**config.mk**
```make
export PLATFORM = sky130hd
export DESIGN_NAME = wdt_rstgen
export DESIGN_NICKNAME = d
export VERILOG_FILES = /design/src/rtl/wdt_rstgen_pkg.sv /design/src/rtl/wdt_upcount.sv /design/src/rtl/wdt_pulse.sv /design/src/rtl/wdt_rstgen.sv
export SDC_FILE = /design/constraint.sdc
export NUM_CORES = 1
export LEC_CHECK = 0
export BUFFER_PORTS_ARGS = -buffer_cell sky130_fd_sc_hd__buf_2
export CAP_MARGIN = 20
export CORE_AREA = 8 8 70 72
export CTS_CLUSTER_DIAMETER = 200
export DETAILED_ROUTE_END_ITERATION = 8
export DIE_AREA = 0 0 78 80
export HOLD_SLACK_MARGIN = 0.06
export PLACE_DENSITY = 0.83
export SETUP_SLACK_MARGIN = 0.05
export SYNTH_ARGS = -nofsm -noshare
export SYNTH_HDL_FRONTEND = slang
export SYNTH_HIERARCHICAL = 1
export SYNTH_SLANG_ARGS = --single-unit
```
**constraint.sdc**
```tcl
create_clock -name clk -period 3.5 [get_ports clk]
set_clock_uncertainty 0.15 [all_clocks]
set_input_delay 0.175 -clock clk [delete_from_list [all_inputs] [get_ports clk]]
set_output_delay 0.175 -clock clk [all_outputs]
set_load 0.005 [all_outputs]
```
**src/rtl/wdt_rstgen_pkg.sv**
```systemverilog
package wdt_rstgen_pkg;
  localparam logic ADDR_CSR = 1'b0;
  localparam logic ADDR_CNT = 1'b1;
  localparam int BIT_OVF  = 7;
  localparam int BIT_MODE = 6;
  localparam int BIT_RUN  = 5;
  localparam int BIT_RSEL = 4;
  localparam int BIT_SRC  = 3;

  typedef struct packed {
    logic ovf;
    logic mode;
    logic run;
    logic rsel;
  } ctl_t;

  localparam ctl_t CTL_CLEAR = '{ovf: 1'b0, mode: 1'b0, run: 1'b0, rsel: 1'b0};
endpackage

```
**src/rtl/wdt_upcount.sv**
```systemverilog
module wdt_upcount #(
  parameter int W = 8
) (
  input  logic         clk,
  input  logic         clr,
  input  logic         en,
  input  logic         tick,
  input  logic         ld,
  input  logic [W-1:0] ld_val,
  output logic [W-1:0] cnt,
  output logic         wrap
);
  localparam logic [W-1:0] TOP = '1;

  // wrap is the event for the edge now pending; a load overrides it
  assign wrap = en && tick && !ld && (cnt == TOP);

  always_ff @(posedge clk) begin
    if (clr)           cnt <= '0;
    else if (ld)       cnt <= ld_val;
    else if (en && tick) cnt <= cnt + 1'b1;
  end
endmodule

```
**src/rtl/wdt_pulse.sv**
```systemverilog
module wdt_pulse #(
  parameter int LEN        = 16,
  parameter bit ACTIVE_LOW = 1'b0
) (
  input  logic clk,
  input  logic clr,
  input  logic start,
  output logic out
);
  localparam int CW = (LEN > 1) ? $clog2(LEN) : 1;
  localparam logic [CW-1:0] LAST = CW'(LEN - 1);
  localparam logic IDLE = ACTIVE_LOW;

  logic [CW-1:0] left;

  always_ff @(posedge clk) begin
    if (clr) begin
      out  <= IDLE;
      left <= '0;
    end else if (start) begin
      out  <= ~IDLE;
      left <= LAST;
    end else if (left != '0) begin
      left <= left - 1'b1;
    end else begin
      out <= IDLE;
    end
  end
endmodule

```
**src/rtl/wdt_rstgen.sv**
```systemverilog
module wdt_rstgen
  import wdt_rstgen_pkg::*;
#(
  parameter int CNT_W       = 8,
  parameter int INT_RST_CYC = 518,
  parameter int EXT_RST_CYC = 132
) (
  input  logic             clk,
  input  logic             pin_rst,
  input  logic             bus_wr,
  input  logic             bus_rd,
  input  logic             bus_addr,
  input  logic [CNT_W-1:0] bus_wdata,
  output logic [CNT_W-1:0] bus_rdata,
  input  logic             tick,
  output logic             sys_rst_o,
  output logic             ext_rst_n_o,
  output logic             nmi_o
);
  localparam int PAD = CNT_W - 5;

  ctl_t             ctl;
  logic             src_q;
  logic             armed;
  logic [CNT_W-1:0] cnt;
  logic             wrap;
  logic             wd_hit;
  logic             nmi_hit;
  logic             hold;
  logic             wr_csr;
  logic             wr_cnt;
  logic             ovf_clr;
  logic [CNT_W-1:0] csr_word;

  assign hold    = sys_rst_o;
  assign wr_csr  = bus_wr && (bus_addr == ADDR_CSR) && !hold;
  assign wr_cnt  = bus_wr && (bus_addr == ADDR_CNT) && !hold;
  assign wd_hit  = wrap && ctl.mode && ctl.rsel;
  assign nmi_hit = wrap && ctl.mode && !ctl.rsel;
  assign ovf_clr = wr_csr && !bus_wdata[BIT_OVF] && armed;
  assign csr_word = {ctl.ovf, ctl.mode, ctl.run, ctl.rsel, src_q, {PAD{1'b0}}};

  wdt_upcount #(.W(CNT_W)) u_cnt (
    .clk    (clk),
    .clr    (pin_rst || wd_hit || hold),
    .en     (ctl.run),
    .tick   (tick),
    .ld     (wr_cnt),
    .ld_val (bus_wdata),
    .cnt    (cnt),
    .wrap   (wrap)
  );

  wdt_pulse #(.LEN(INT_RST_CYC), .ACTIVE_LOW(1'b0)) u_int_pulse (
    .clk   (clk),
    .clr   (pin_rst),
    .start (wd_hit),
    .out   (sys_rst_o)
  );

  wdt_pulse #(.LEN(EXT_RST_CYC), .ACTIVE_LOW(1'b1)) u_ext_pulse (
    .clk   (clk),
    .clr   (pin_rst),
    .start (wd_hit),
    .out   (ext_rst_n_o)
  );

  // reset cause: pin has priority over the timer
  always_ff @(posedge clk) begin
    if (pin_rst)     src_q <= 1'b1;
    else if (wd_hit) src_q <= 1'b0;
  end

  always_ff @(posedge clk) begin
    if (pin_rst || wd_hit || hold) begin
      ctl   <= CTL_CLEAR;
      armed <= 1'b0;
    end else begin
      if (wr_csr) begin
        ctl.mode <= bus_wdata[BIT_MODE];
        ctl.run  <= bus_wdata[BIT_RUN];
        ctl.rsel <= bus_wdata[BIT_RSEL];
      end
      if (wrap) begin
        ctl.ovf <= 1'b1;
      end else if (ovf_clr) begin
        ctl.ovf <= 1'b0;
        armed   <= 1'b0;
      end else if (bus_rd && (bus_addr == ADDR_CSR) && ctl.ovf) begin
        armed <= 1'b1;
      end
    end
  end

  always_ff @(posedge clk) begin
    if (pin_rst) begin
      nmi_o     <= 1'b0;
      bus_rdata <= '0;
    end else begin
      nmi_o     <= nmi_hit;
      bus_rdata <= (bus_addr == ADDR_CNT) ? cnt : csr_word;
    end
  end
endmodule

```
== Word-level counts from Yosys, hierarchy flattened ==
Index checks and enable logic that the tools add are counted.

* Output and inout port bits: 11
* Word-level logic and storage cells: 69
* Input bits: 14
* Flip-flop bits (word level): 43

* Add/subtract/negate cells: 3
* Bitwise logic cells: 2
* Mux-type cells: 15
* Reduce and logical (&&, ||, !) cells: 30
* Equality and inequality tests: 3

{| class="wikitable"
|+ Operators by type and width
! kind !! number
|-
| $mux W8 || 5
|-
| $mux W10 || 2
|-
| $logic_and A1 B1 Y1 || 14
|-
| $reduce_bool A10 Y1 || 1
|-
| $reduce_bool A2 Y1 || 5
|-
| $sub A10 B1 Y10 const B || 1
|-
| $add A8 B1 Y8 const B || 1
|-
| $eq A8 B8 Y1 const B || 1
|-
| $mux W1 || 8
|-
| $reduce_bool A8 Y1 || 1
|-
| $sub A8 B1 Y8 const B || 1
|-
| $logic_not A1 Y1 || 4
|-
| $ne A2 B2 Y1 const B || 2
|-
| $reduce_or A2 Y1 || 2
|-
| $logic_or A1 B1 Y1 || 2
|-
| $not A1 Y1 || 2
|-
| $reduce_and A2 Y1 || 1
|}

== Longest topological paths before layout ==
Gate-level depths: netlist (run 1).

* Depth after elaboration: 9
* Mapped depth: 11
* Mapped depth without buffers: 8

== By module ==
Netlist (run 1), hierarchy kept.

{| class="wikitable"
|+ Modules (own cells, without submodules)
! module !! area an instance (um2) !! instances !! cells an instance !! seq. area each (um2)
|-
| wdt_pulse at u_int_pulse || 578.1 || 1 || 62 || 220.2
|-
| wdt_rstgen || 558.0 || 1 || 53 || 300.3
|-
| wdt_upcount || 447.9 || 1 || 54 || 160.2
|-
| wdt_pulse at u_ext_pulse || 445.4 || 1 || 48 || 180.2
|}

== Least setup slack after synthesis (run 1) ==
No wires, ideal clock.

* Path type: register to register
* Start: reg u_int_pulse.out
* End: reg u_cnt.cnt[7]
* Setup time: 0.140 ns
* Arrival time: 2.495 ns
* Stages on the path, launching flop included: 11
* Path slack: 0.715 ns
* Required time: 3.210 ns
* Clock period less this slack: 2.785 ns
* Path buffers: 2
* Cells stage by stage: dfxtp_1 -> and3b_1 -> nor2b_1 -> nor4b_1 -> and3_4 -> or3_1 -> buf_6 -> clkbuf_1 -> and4bb_1 -> o311ai_1 -> o221ai_1

* Word-level cells in the longest chain between the ends: 9
* Elaborated cells on any way between the ends: 11
* Those cells by class: mux: 1; reduce/logical: 10

{| class="wikitable"
|+ RTL lines
! item !! line !! text
|-
| from (decl) || wdt_pulse.sv:8 || <nowiki>output logic out</nowiki>
|-
| from (signal assigned) || wdt_pulse.sv:21 || <nowiki>out <= ~IDLE;</nowiki>
|-
| $logic_not A1 Y1 || wdt_rstgen.sv:37 || <nowiki>assign wr_cnt = bus_wr && (bus_addr == ADDR_CNT) && !hold;</nowiki>
|-
| $logic_and A1 B1 Y1 || wdt_rstgen.sv:37 ||
|-
| net wr_cnt || wdt_rstgen.sv:31 || <nowiki>logic wr_cnt;</nowiki>
|-
| $logic_not A1 Y1 || wdt_upcount.sv:16 || <nowiki>assign wrap = en && tick && !ld && (cnt == TOP);</nowiki>
|-
| $logic_and A1 B1 Y1 (2 in series) || wdt_upcount.sv:16 ||
|-
| net wrap || wdt_rstgen.sv:26 || <nowiki>logic wrap;</nowiki>
|-
| $logic_and A1 B1 Y1 (2 in series) || wdt_rstgen.sv:38 || <nowiki>assign wd_hit = wrap && ctl.mode && ctl.rsel;</nowiki>
|-
| net wd_hit || wdt_rstgen.sv:27 || <nowiki>logic wd_hit;</nowiki>
|-
| $logic_or A1 B1 Y1 (2 in series) || wdt_rstgen.sv:45 || <nowiki>.clr (pin_rst || wd_hit || hold),</nowiki>
|-
| to (signal assigned) || wdt_upcount.sv:20 || <nowiki>else if (ld) cnt <= ld_val;</nowiki>
|-
| to (signal assigned) || wdt_upcount.sv:21 || <nowiki>else if (en && tick) cnt <= cnt + 1'b1;</nowiki>
|-
| to (decl) || wdt_upcount.sv:10 || <nowiki>output logic [W-1:0] cnt,</nowiki>
|}

The timed path passes the listed nets, and every way through them passes these cells.
A chain may end at the register's enable or synchronous reset.

== Worst setup path in the final report (run 1) ==
* Start: reg u_cnt.cnt[0]
* End: reg u_cnt.cnt[1]

* Word-level cells in the longest chain between the ends: 6
* Elaborated cells on any way between the ends: 9
* Those cells by class: add/sub: 1; eq/ne: 1; mux: 2; reduce/logical: 5

{| class="wikitable"
|+ RTL lines
! item !! line
|-
| $eq A8 B8 Y1 || wdt_upcount.sv:16
|-
| $logic_and A1 B1 Y1 || wdt_upcount.sv:16
|-
| net wrap || wdt_rstgen.sv:26
|-
| $logic_and A1 B1 Y1 (2 in series) || wdt_rstgen.sv:38
|-
| net wd_hit || wdt_rstgen.sv:27
|-
| $logic_or A1 B1 Y1 (2 in series) || wdt_rstgen.sv:45
|}

The timed path passes the listed nets, and every way through them passes these cells. The select of a mux whose other input is x is not followed.

==> results of run 1 <==
-- how the worst max path moves through the flow --
stage	startpoint	end	slack, ns	cells after the start
floorplan	u_int_pulse/out	u_cnt/cnt[7]	0.72	10
global placement	u_cnt/cnt[0]	u_cnt/cnt[7]	0.52	8
detailed placement	u_cnt/cnt[0]	u_cnt/cnt[7]	0.45	8
CTS	u_cnt/cnt[0]	u_cnt/cnt[1]	0.32	7
global route	u_cnt/cnt[0]	u_cnt/cnt[1]	0.28	7
finish	u_cnt/cnt[0]	u_cnt/cnt[1]	0.50	7
-- layer usage --
metal	track usage [%]	up-vias
met4	5.56	0
met3	4.95	9
met5	0	-
li1	-	856
met1	16.7	784
met2	25.1	25
-- flip-flops by register name (all words and copies together) (netlist names) --
name	count
u_int_pulse/out	1
csr_word	4
u_ext_pulse/out	1
bus_rdata	8
u_cnt/cnt	8
src_q	1
u_ext_pulse/left	8
nmi_o	1
armed	1
u_int_pulse/left	10
-- metrics by stage --
step	util [%]	hold slack, ns	instance area [µm²]
detailed placement	56.6	0.292	2180
global route	61.5	0.112	2370
global placement	56.6	0.287	2180
floorplan	-	0.0941	2030
finish	61.5	0.0956	2370
CTS	61.3	0.0947	2360
-- worst max-delay path, cell delays in order (launching register included) --
cell and delay [ns]:
sky130_fd_sc_hd__dfxtp_1 0.39, sky130_fd_sc_hd__ha_1 0.19, sky130_fd_sc_hd__nand4_1 0.20, sky130_fd_sc_hd__nor4b_2 0.50, sky130_fd_sc_hd__and3_4 0.37, sky130_fd_sc_hd__or3_1 0.41, sky130_fd_sc_hd__a311oi_1 0.08, sky130_fd_sc_hd__dlygate4sd3_1 0.59
-- logic make-up (layout without fill, tap and decap cells) --
logic type,after synthesis,count (layout)
adders and majority gates,5,5
xor gates and xnor gates,8,8
and+or+nand+nor,90,90
DFF,43,43
muxes,9,9
buffers and inverters,19,52
AOI/OAI and AO/OA,43,43
-- synth_stat cells (3+ instances only) --
library cell,number
sky130_fd_sc_hd__nor2_1,32
sky130_fd_sc_hd__a311oi_1,8
sky130_fd_sc_hd__xnor2_1,6
sky130_fd_sc_hd__o31ai_1,3
sky130_fd_sc_hd__and2_1,3
sky130_fd_sc_hd__nand2_1,4
sky130_fd_sc_hd__o21ai_0,5
sky130_fd_sc_hd__a21oi_1,6
sky130_fd_sc_hd__or4_1,4
sky130_fd_sc_hd__mux2i_1,9
sky130_fd_sc_hd__nand3_1,4
sky130_fd_sc_hd__nor3_1,6
sky130_fd_sc_hd__ha_1,5
sky130_fd_sc_hd__clkbuf_1,3
sky130_fd_sc_hd__nor2b_1,3
sky130_fd_sc_hd__a211oi_1,5
sky130_fd_sc_hd__dfxtp_1,43
sky130_fd_sc_hd__nand2b_1,3
sky130_fd_sc_hd__or3_1,7
sky130_fd_sc_hd__inv_1,13
-- what timing repair did --
action	CTS	global route
gates resized for setup	0	1
hold buffers	8	0
setup buffers	0	0
endpoints found under the hold margin	10	0
endpoints found under the setup margin	0	1
-- placed cells by master, fill, tap and decap left out, drive strengths merged, types with 6 or more instances in the layout --
cell,instances
a21oi,6
a311oi,8
buf,24
clkbuf,6
dfxtp,43
dlygate4sd3,8
inv,13
mux2i,9
nor2,32
nor3,6
o21ai,6
or3,8
xnor2,6
-- area by class of cell --
type	instances	area, µm²	area share [%]
Timing Repair Buffer	32	200	8.45
Clock inverter	1	30.0	1.27
Tap cell	50	62.6	2.64
Sequential cell	43	861	36.3
Inverter	13	48.8	2.06
Clock buffer	6	72.6	3.06
Multi-Input combinational cell	155	1090	46.2
-- where the power goes --
group | internal, mW | switching (mW) | total (mW)
clock | 0.209 | 0.162 | 0.371
sequential | 0.589 | 0.111 | 0.700
combinational | 0.310 | 0.349 | 0.659
==> flow_summary.toml, run 1 <==
[critical_path]
kind_of_critical_path = "reg2reg"
worstPathRequired_ns = 3.53
critical_path_peak_fanout = 14
worst_setup_path_end_kind = "flip-flop"
crit_arrival_ns = 3.04
r2r-end = "u_cnt/cnt[1]"
critPathLaunchType = "flip-flop"
worst_r2r_setup_slack_ns = 0.50
crit-reg2reg-launch = "u_cnt/cnt[0]"
rr_worst_depth = 7

[placement]
dp_hpwl_um = 2970
finalWeightedCongestion = 0.885
worst_case_setup_slack_after_placement_ns = 0.450
dp_cells = 285
io_buffer_count = 24

[floorplan]
fp.dieH_um = 80
die_area_um2 = 6240
top_level_ports = 25
design.core.area_um2 = 3860
initial_core_util_pct = 52.6
floorplan.die.width_um = 78
rows = 23

[power]
finalPower_mw = 1.73
maximum_resistive_drop_on_vdd_mv = 0.315
pwr_density_cell_nw_per_um2 = 730
power.static_leakage_nw = 0.947

[final_layout]
fin_cells = 300
syn2layout_area_growth_pct = 16.8
final_net_count = 269
filler_cell_count = 340
n_antenna_cell = 0
drive_gt1_share_pct = 17.2

[timing]
max_slew_margin_pct = 63.2
setup_tns_ns = 0
slew_violations = 0
hold_violations = 0
setup_repair_after_global_routing_missed_its_margin = "no"
finalCritPeriodShare_pct = 85.7
layout_setup_ws_ns = 0.499
fmaxAchievable_mhz = 333
setup-violations-final = 0
fin_crit_ns = 3.00
timing_worst_slew_pin_value_ns = 0.548

[logic_synthesis]
synth_fa_ha_area_share_pct = 3.08
post_synth_and_or_nand_nor_area_fraction_pct = 26.8
yosysTopAreaCellShare_pct = 42.4
synth-seq-cells = 43
number_of_unique_standard_cell_types_used_by_synthesis = 58
synth-edff-count = 0
synthMuxAreaShare_pct = 4.44
postSynth.topFlopCell = "sky130_fd_sc_hd__dfxtp_1"
syn-cell-area_um2 = 2030
synth_compound_area_share_pct = 15.9
synth.largest_area_cell = "sky130_fd_sc_hd__dfxtp_1"
synth-async-reset-ratio_pct = 0
syn_nets = 236
synth_area_per_cell_um2 = 9.35
synth_top_cells_by_area = "sky130_fd_sc_hd__dfxtp_1, sky130_fd_sc_hd__nor2_1, sky130_fd_sc_hd__mux2i_1"
synth-warning-count = 6
synth_top_family_by_area = "simple AND/OR/NAND/NOR gates"
synthXorXnorAreaFrac_pct = 3.45
register_area_share_after_synthesis_pct = 42.4
postSynthCellCount = 217

[detailed_routing]
drt_wl_total_um = 4240
num_vias = 1674
wl_met2_um = 2110
detailroute.wirelength.met3_um = 158
drt_first_iter_violations = 100
met1Wirelength_um = 1910
route.detailed.drc = 0
wire_per_inst_um = 14.1
route.antenna.remaining_nets = 0
drt_pre_antenna_iters = 4
top_signal_layer_used = "met4"
viasPerCell = 5.58

[global_route]
grt_overflow = 0
grt_first_pass_wirelength_um = 7470
first_global_vias = 1646
total_global_route_track_usage_pct = 14.7
grt_max_degree = 22
number_of_antenna_violations_at_the_first_check_in_global_routing = 0

[clock_tree]
cts-root-to-sink-buffers = 2
cts_made_buffers = 5
path_clk_slew_ns = 0.08
clkLatencyLatePin_ns = 0.30
numClockSinks = 43
cts_max_level = 2
clock_tree.root_cell = "sky130_fd_sc_hd__clkbuf_8"
tritoncts = "built"

[job]
drv_cap = 0

[status]
run_status = "completed"

[hold_path]
min_delay_startpoint = "pin_rst"
min_to = "bus_rdata[6]"
hold_path_class = "in2reg"
hold_path_depth = 2
Note: power is estimated with default switching activity, not from simulation.
==> inputs of run 2 (changes only) <==
Settings changed: CORE_AREA 8 8 70 72 to 8 8 65 78, DIE_AREA 0 0 78 80 to 0 0 73 86, PLACE_DENSITY 0.83 to 0.82.
==> run 2 against run 1 <==
Compared with the run above:
- flip-flop and latch count unchanged
- via count increased by 0.78%
- combinational power decreased by 2%
- first-iteration DRC count decreased by 25%
- non-clock buffer count increased by 1
- design area increased by 0.79%
- register-to-register slack improved by 0.37 ns
- routed wire length decreased by 0.19%
- critical path type unchanged
==> flow_summary.toml, run 2 (same netlist as run 1, synthesis figures left out) <==
[final_layout]
filler_cell_count = 343
syn2layout_area_growth_pct = 17.7
registers.top_by_ff_count = "u_int_pulse/left"
final_net_count = 270
mostFrequentLayoutCells = "sky130_fd_sc_hd__dfxtp_1, sky130_fd_sc_hd__nor2_1, sky130_fd_sc_hd__buf_2"
register_cell_area_after_layout_um2 = 861
drive_gt1_share_pct = 18.3
n_antenna_cell = 0
final_core_util_pct = 62.1
largest_register_ffs = 10
layout_commonest_cell = "sky130_fd_sc_hd__dfxtp_1"
area_of_the_multi_input_gates_um2 = 1090

[hold_path]
hold_path_depth = 3
min_to = "u_cnt/cnt[1]"
min_delay_startpoint = "tick"
hold_path_class = "in2reg"

[placement]
io_buffer_count = 24
dp_hpwl_um = 3030
worst_case_setup_slack_after_placement_ns = 0.892
finalWeightedCongestion = 0.838

[power]
pwr_density_cell_nw_per_um2 = 728
finalPower_mw = 1.74
maximum_resistive_drop_on_vdd_mv = 0.283
power.static_leakage_nw = 0.961

[clock_tree]
path_clk_slew_ns = 0.08
cts-root-to-sink-buffers = 2
cts_made_buffers = 5
clock_tree.root_cell = "sky130_fd_sc_hd__clkbuf_8"
cts_max_level = 2
tritoncts = "built"
numClockSinks = 43
clkLatencyLatePin_ns = 0.29

[critical_path]
critPathLaunchType = "flip-flop"
crit-reg2reg-launch = "u_int_pulse/out"
worst_setup_path_end_kind = "flip-flop"
cpMaxStageDelayCell = "sky130_fd_sc_hd__dfxtp_1"
crit_arrival_ns = 2.64
critPathMostFrequentCell = "sky130_fd_sc_hd__buf_4"
kind_of_critical_path = "reg2reg"
path_delay_family = "simple AND/OR/NAND/NOR gates"
critical_path_depth = 10
worstPathRequired_ns = 3.51
r2r-end = "u_cnt/cnt[7]"
rr_worst_depth = 10
critical_path_peak_fanout = 14
crit_chain = "and3b_1 -> nor2b_1 -> nor4b_1 -> buf_4 -> and3_4 -> or3_1 -> buf_4 -> and4bb_1 -> o311ai_1 -> o221ai_1"
critPathBufInv = 2
max_stage_delay_ns = 0.42
worst_r2r_setup_slack_ns = 0.87

[global_route]
first_global_vias = 1675
number_of_antenna_violations_at_the_first_check_in_global_routing = 0
grt_max_degree = 22
grt_first_pass_wirelength_um = 7240
grt_overflow = 0
total_global_route_track_usage_pct = 14.3

[status]
run_status = "completed"

[floorplan]
design.core.area_um2 = 3850
initial_core_util_pct = 52.7
rows = 25
die_area_um2 = 6280
fp.dieH_um = 86
floorplan.die.width_um = 73
top_level_ports = 25

[detailed_routing]
drt_pre_antenna_iters = 4
drt_first_iter_violations = 75
viasPerCell = 5.51
route.detailed.drc = 0
drt_wl_total_um = 4230
route.antenna.remaining_nets = 0
num_vias = 1687
wire_per_inst_um = 13.8

[timing]
max_slew_margin_pct = 64.0
layout_setup_ws_ns = 0.868
slew_violations = 0
hold_violations = 0
setup_repair_after_global_routing_missed_its_margin = "no"
setup_tns_ns = 0
timing_worst_slew_pin_value_ns = 0.535
setup-violations-final = 0
fmaxAchievable_mhz = 380
finalCritPeriodShare_pct = 75.2
fin_crit_ns = 2.63

[job]
drv_cap = 0
## run 2: area by class of cell
cell class	instances	area share, %
clock buffers	6	3.46
clock inverters	2	1.47
inverters	13	2.04
multi-input cells	155	45.6
flip-flops and latches	43	36.0
well taps	54	2.83
repair buffers	33	8.59
## run 2: through the flow
stage / instances / hold slack, ns / area, µm²
finish: 306 / 0.0678 / 2390
global route: 306 / 0.126 / 2390
CTS: 306 / 0.0685 / 2390
detailed placement: 291 / 0.291 / 2200
global placement: 291 / 0.287 / 2200
floorplan: 217 / 0.0941 / 2030
## run 2: repair_timing
action | in CTS | in global routing
setup buffers | 0 | 0
hold buffers | 7 | 0
gates resized for setup | 0 | 0
hold endpoints to repair | 10 | 0
## run 2: worst max-delay path by stage
stage	startpoint	to	slack [ns]
floorplan	u_int_pulse/out	u_cnt/cnt[7]	0.72
global placement	u_cnt/cnt[0]	u_cnt/cnt[7]	0.97
detailed placement	u_cnt/cnt[0]	u_cnt/cnt[7]	0.89
CTS	u_cnt/cnt[0]	u_cnt/cnt[7]	0.88
global route	u_cnt/cnt[0]	u_cnt/cnt[7]	0.65
finish	u_int_pulse/out	u_cnt/cnt[7]	0.87
## run 2: tightest hold or removal path: cells and delay by family
| family | cells | cell delay, ns |
|---|---|---|
| AOI/OAI and AO/OA | 1 | 0.08 |
| buffers and inverters | 1 | 0.13 |
| and+or+nand+nor | 1 | 0.08 |
## run 2: layer usage
layer,GRT usage (%),wire length [µm],vias to the layer above
li1,-,-,861
met3,3.85,176,10
met5,0,0,-
met2,25.9,2190,33
met4,6.02,71,0
met1,14.9,1790,783
## run 2: power breakdown
part	switching, mW	internal (mW)	leakage [nW]
Combinational	0.335	0.309	0.547
Sequential	0.113	0.589	0.353
Clock	0.162	0.231	0.0612
==> inputs of run 3 (changes only) <==
Settings changed: CORE_AREA 8 8 65 78 to 8 8 67 81, DIE_AREA 0 0 73 86 to 0 0 75 89, PLACE_DENSITY 0.82 to 0.8.
Clock period 3.5 ns to 2.3 ns, I/O delays scaled along.
==> run 3 against run 2 <==
Compared with the run above:
- final cell count rose by 2.6%
- clock-buffer cell count rose by 1
- critical path depth fell by 2
- highest routed layer unchanged
- design area rose by 2.0%
- flip-flop and latch count did not move
- hold slack improved by 0.045 ns
- power rose by 45%
- first-iteration DRC count rose by 13%
- fmax rose by 25%
- sequential power rose by 51%
==> flow_summary.toml, run 3 (same netlist as run 1, synthesis figures left out) <==
[clock_tree]
cts-root-to-sink-buffers = 2
cts_made_buffers = 5
tritoncts = "built"
clkLatencyLatePin_ns = 0.29
postCtsSetupBuffers = 0
clock_tree.root_cell = "sky130_fd_sc_hd__clkbuf_8"
cts_max_level = 2
numClockSinks = 43
post_cts.resized_instances = 0
path_clk_slew_ns = 0.08

[timing]
slew_violations = 0
layout_setup_ws_ns = 0.192
fin_crit_ns = 2.11
setup_tns_ns = 0
timing_worst_slew_pin_value_ns = 0.622
finalCritPeriodShare_pct = 91.7
setup-violations-final = 0
hold_violations = 0
max_slew_margin_pct = 58.2
setup_repair_after_global_routing_missed_its_margin = "no"
fmaxAchievable_mhz = 474

[placement]
worst_case_setup_slack_after_placement_ns = 0.190
dpl-instance-area_um2 = 2260
io_buffer_count = 24
dp_hpwl_um = 3080
finalWeightedCongestion = 0.847

[floorplan]
die_area_um2 = 6680
initial_core_util_pct = 49.1
design.core.area_um2 = 4130
top_level_ports = 25
rows = 26
fp.dieH_um = 89
floorplan.die.width_um = 75

[critical_path]
cpMaxStageDelayCell = "sky130_fd_sc_hd__dfxtp_2"
crit_arrival_ns = 2.12
crit_chain = "ha_4 -> nand4_1 -> nor4b_4 -> and3_4 -> or3_1 -> and4bb_1 -> o311ai_1 -> o221ai_1"
crit-reg2reg-launch = "u_cnt/cnt[0]"
max_stage_delay_ns = 0.38
critical_path_peak_fanout = 5
critPathLaunchType = "flip-flop"
worst_r2r_setup_slack_ns = 0.19
worstPathRequired_ns = 2.31
worst_setup_path_end_kind = "flip-flop"
kind_of_critical_path = "reg2reg"
rr_worst_depth = 8
r2r-end = "u_cnt/cnt[7]"

[power]
power.internal_mw = 1.59
power.share.combinational_pct = 39.8
net-switching-power_mw = 0.937
p_sw_share_pct = 37.1
maximum_resistive_drop_on_vdd_mv = 0.523
share_seq_of_total_power_pct = 42.1
pwr_density_cell_nw_per_um2 = 1040
finalPower_mw = 2.52
clkPwrFrac_pct = 18.1
power.static_leakage_nw = 0.985

[detailed_routing]
num_vias = 1758
route.antenna.remaining_nets = 0
drt_wl_total_um = 4470
wire_per_inst_um = 14.2
drt_first_iter_violations = 85
viasPerCell = 5.60
drt_pre_antenna_iters = 4
route.detailed.drc = 0

[final_layout]
final_core_util_pct = 59.0
registers.top_by_ff_count = "u_int_pulse/left"
largest_register_ffs = 10
mostFrequentLayoutCells = "sky130_fd_sc_hd__dfxtp_1, sky130_fd_sc_hd__nor2_1, sky130_fd_sc_hd__buf_2"
n_antenna_cell = 0
layout_commonest_cell = "sky130_fd_sc_hd__dfxtp_1"
syn2layout_area_growth_pct = 20.1
drive_gt1_share_pct = 19.8
final_net_count = 276
finalInstanceArea_um2 = 2440

[status]
run_status = "completed"

[hold_path]
min_to = "armed"
hold_path_depth = 4
min_delay_startpoint = "bus_rd"
hold_path_class = "in2reg"

[global_route]
grt_overflow = 0
first_global_vias = 1670
total_global_route_track_usage_pct = 14.5
grt_max_degree = 22
grt_first_pass_wirelength_um = 7550
number_of_antenna_violations_at_the_first_check_in_global_routing = 0

[job]
drv_cap = 0
run 3: cell count changes in the layout (fill, tap and decap cells not counted), moves of 2 or more:
cell                            previous run  this run
sky130_fd_sc_hd__buf_4                     2         5
sky130_fd_sc_hd__dfxtp_1                  43        41
sky130_fd_sc_hd__clkbuf_1                  0         2
sky130_fd_sc_hd__dfxtp_2                   0         2
sky130_fd_sc_hd__dlygate4sd3_1             7        10
run 3: critical path: cells and delay by family (launching register included):
family	cells	cell delay (ns)
fa+ha+maj	1	0.14
simple gates	5	1.08
compound gates	2	0.22
flops	1	0.38
run 3: timing repair:
item | in CTS | in global routing
endpoints found under the setup margin | 0 | 0
hold buffers | 10 | 0
endpoints found under the hold margin | 12 | 0
run 3: worst max-delay path by stage:
stage,from,endpoint,slack [ns],depth (start not counted)
global placement,u_cnt/cnt[0],u_cnt/cnt[7],0.26,8
detailed placement,u_cnt/cnt[0],u_cnt/cnt[7],0.19,8
CTS,u_cnt/cnt[0],u_cnt/cnt[7],0.19,8
floorplan,u_cnt/cnt[1],u_cnt/cnt[7],-0.09,10
global route,u_cnt/cnt[0],u_cnt/cnt[7],0.08,8
finish,u_cnt/cnt[0],u_cnt/cnt[7],0.19,8
run 3: power by group through the flow:
| stage | logic, mW | registers, mW | clock network, mW |
|---|---|---|---|
| after global placement | 0.956 | 1.08 | 0 |
| after global routing | 1.12 | 1.09 | 0.499 |
| after CTS | 1.01 | 1.06 | 0.467 |
| after detailed placement | 0.985 | 1.08 | 0 |
| final | 1.01 | 1.06 | 0.456 |
| after floorplan | 0.818 | 1.04 | 0 |
run 3: final cells by class:
| type | count | area [µm²] |
|---|---|---|
| tap | 56 | 70.1 |
| sequential | 43 | 863 |
| inverter | 13 | 48.8 |
| clock buffer | 7 | 76.3 |
| fill | 402 | 1690 |
| multi-input combinational | 155 | 1120 |
| clock inverter | 1 | 5.00 |
| timing repair buffer | 39 | 258 |
run 3: layer usage:
metal  GRT usage, %  part of all wire (%)
met1           15.4                    41
met2           25.9                    53
met3           4.60                   5.2
met4           5.18                   1.2
met5              0                     0
run 3: metrics by stage:
stage	std cells	hold slack, ns
floorplan	217	0.0341
global placement	296	0.218
detailed placement	296	0.223
CTS	314	0.105
global route	314	0.114
finish	314	0.112
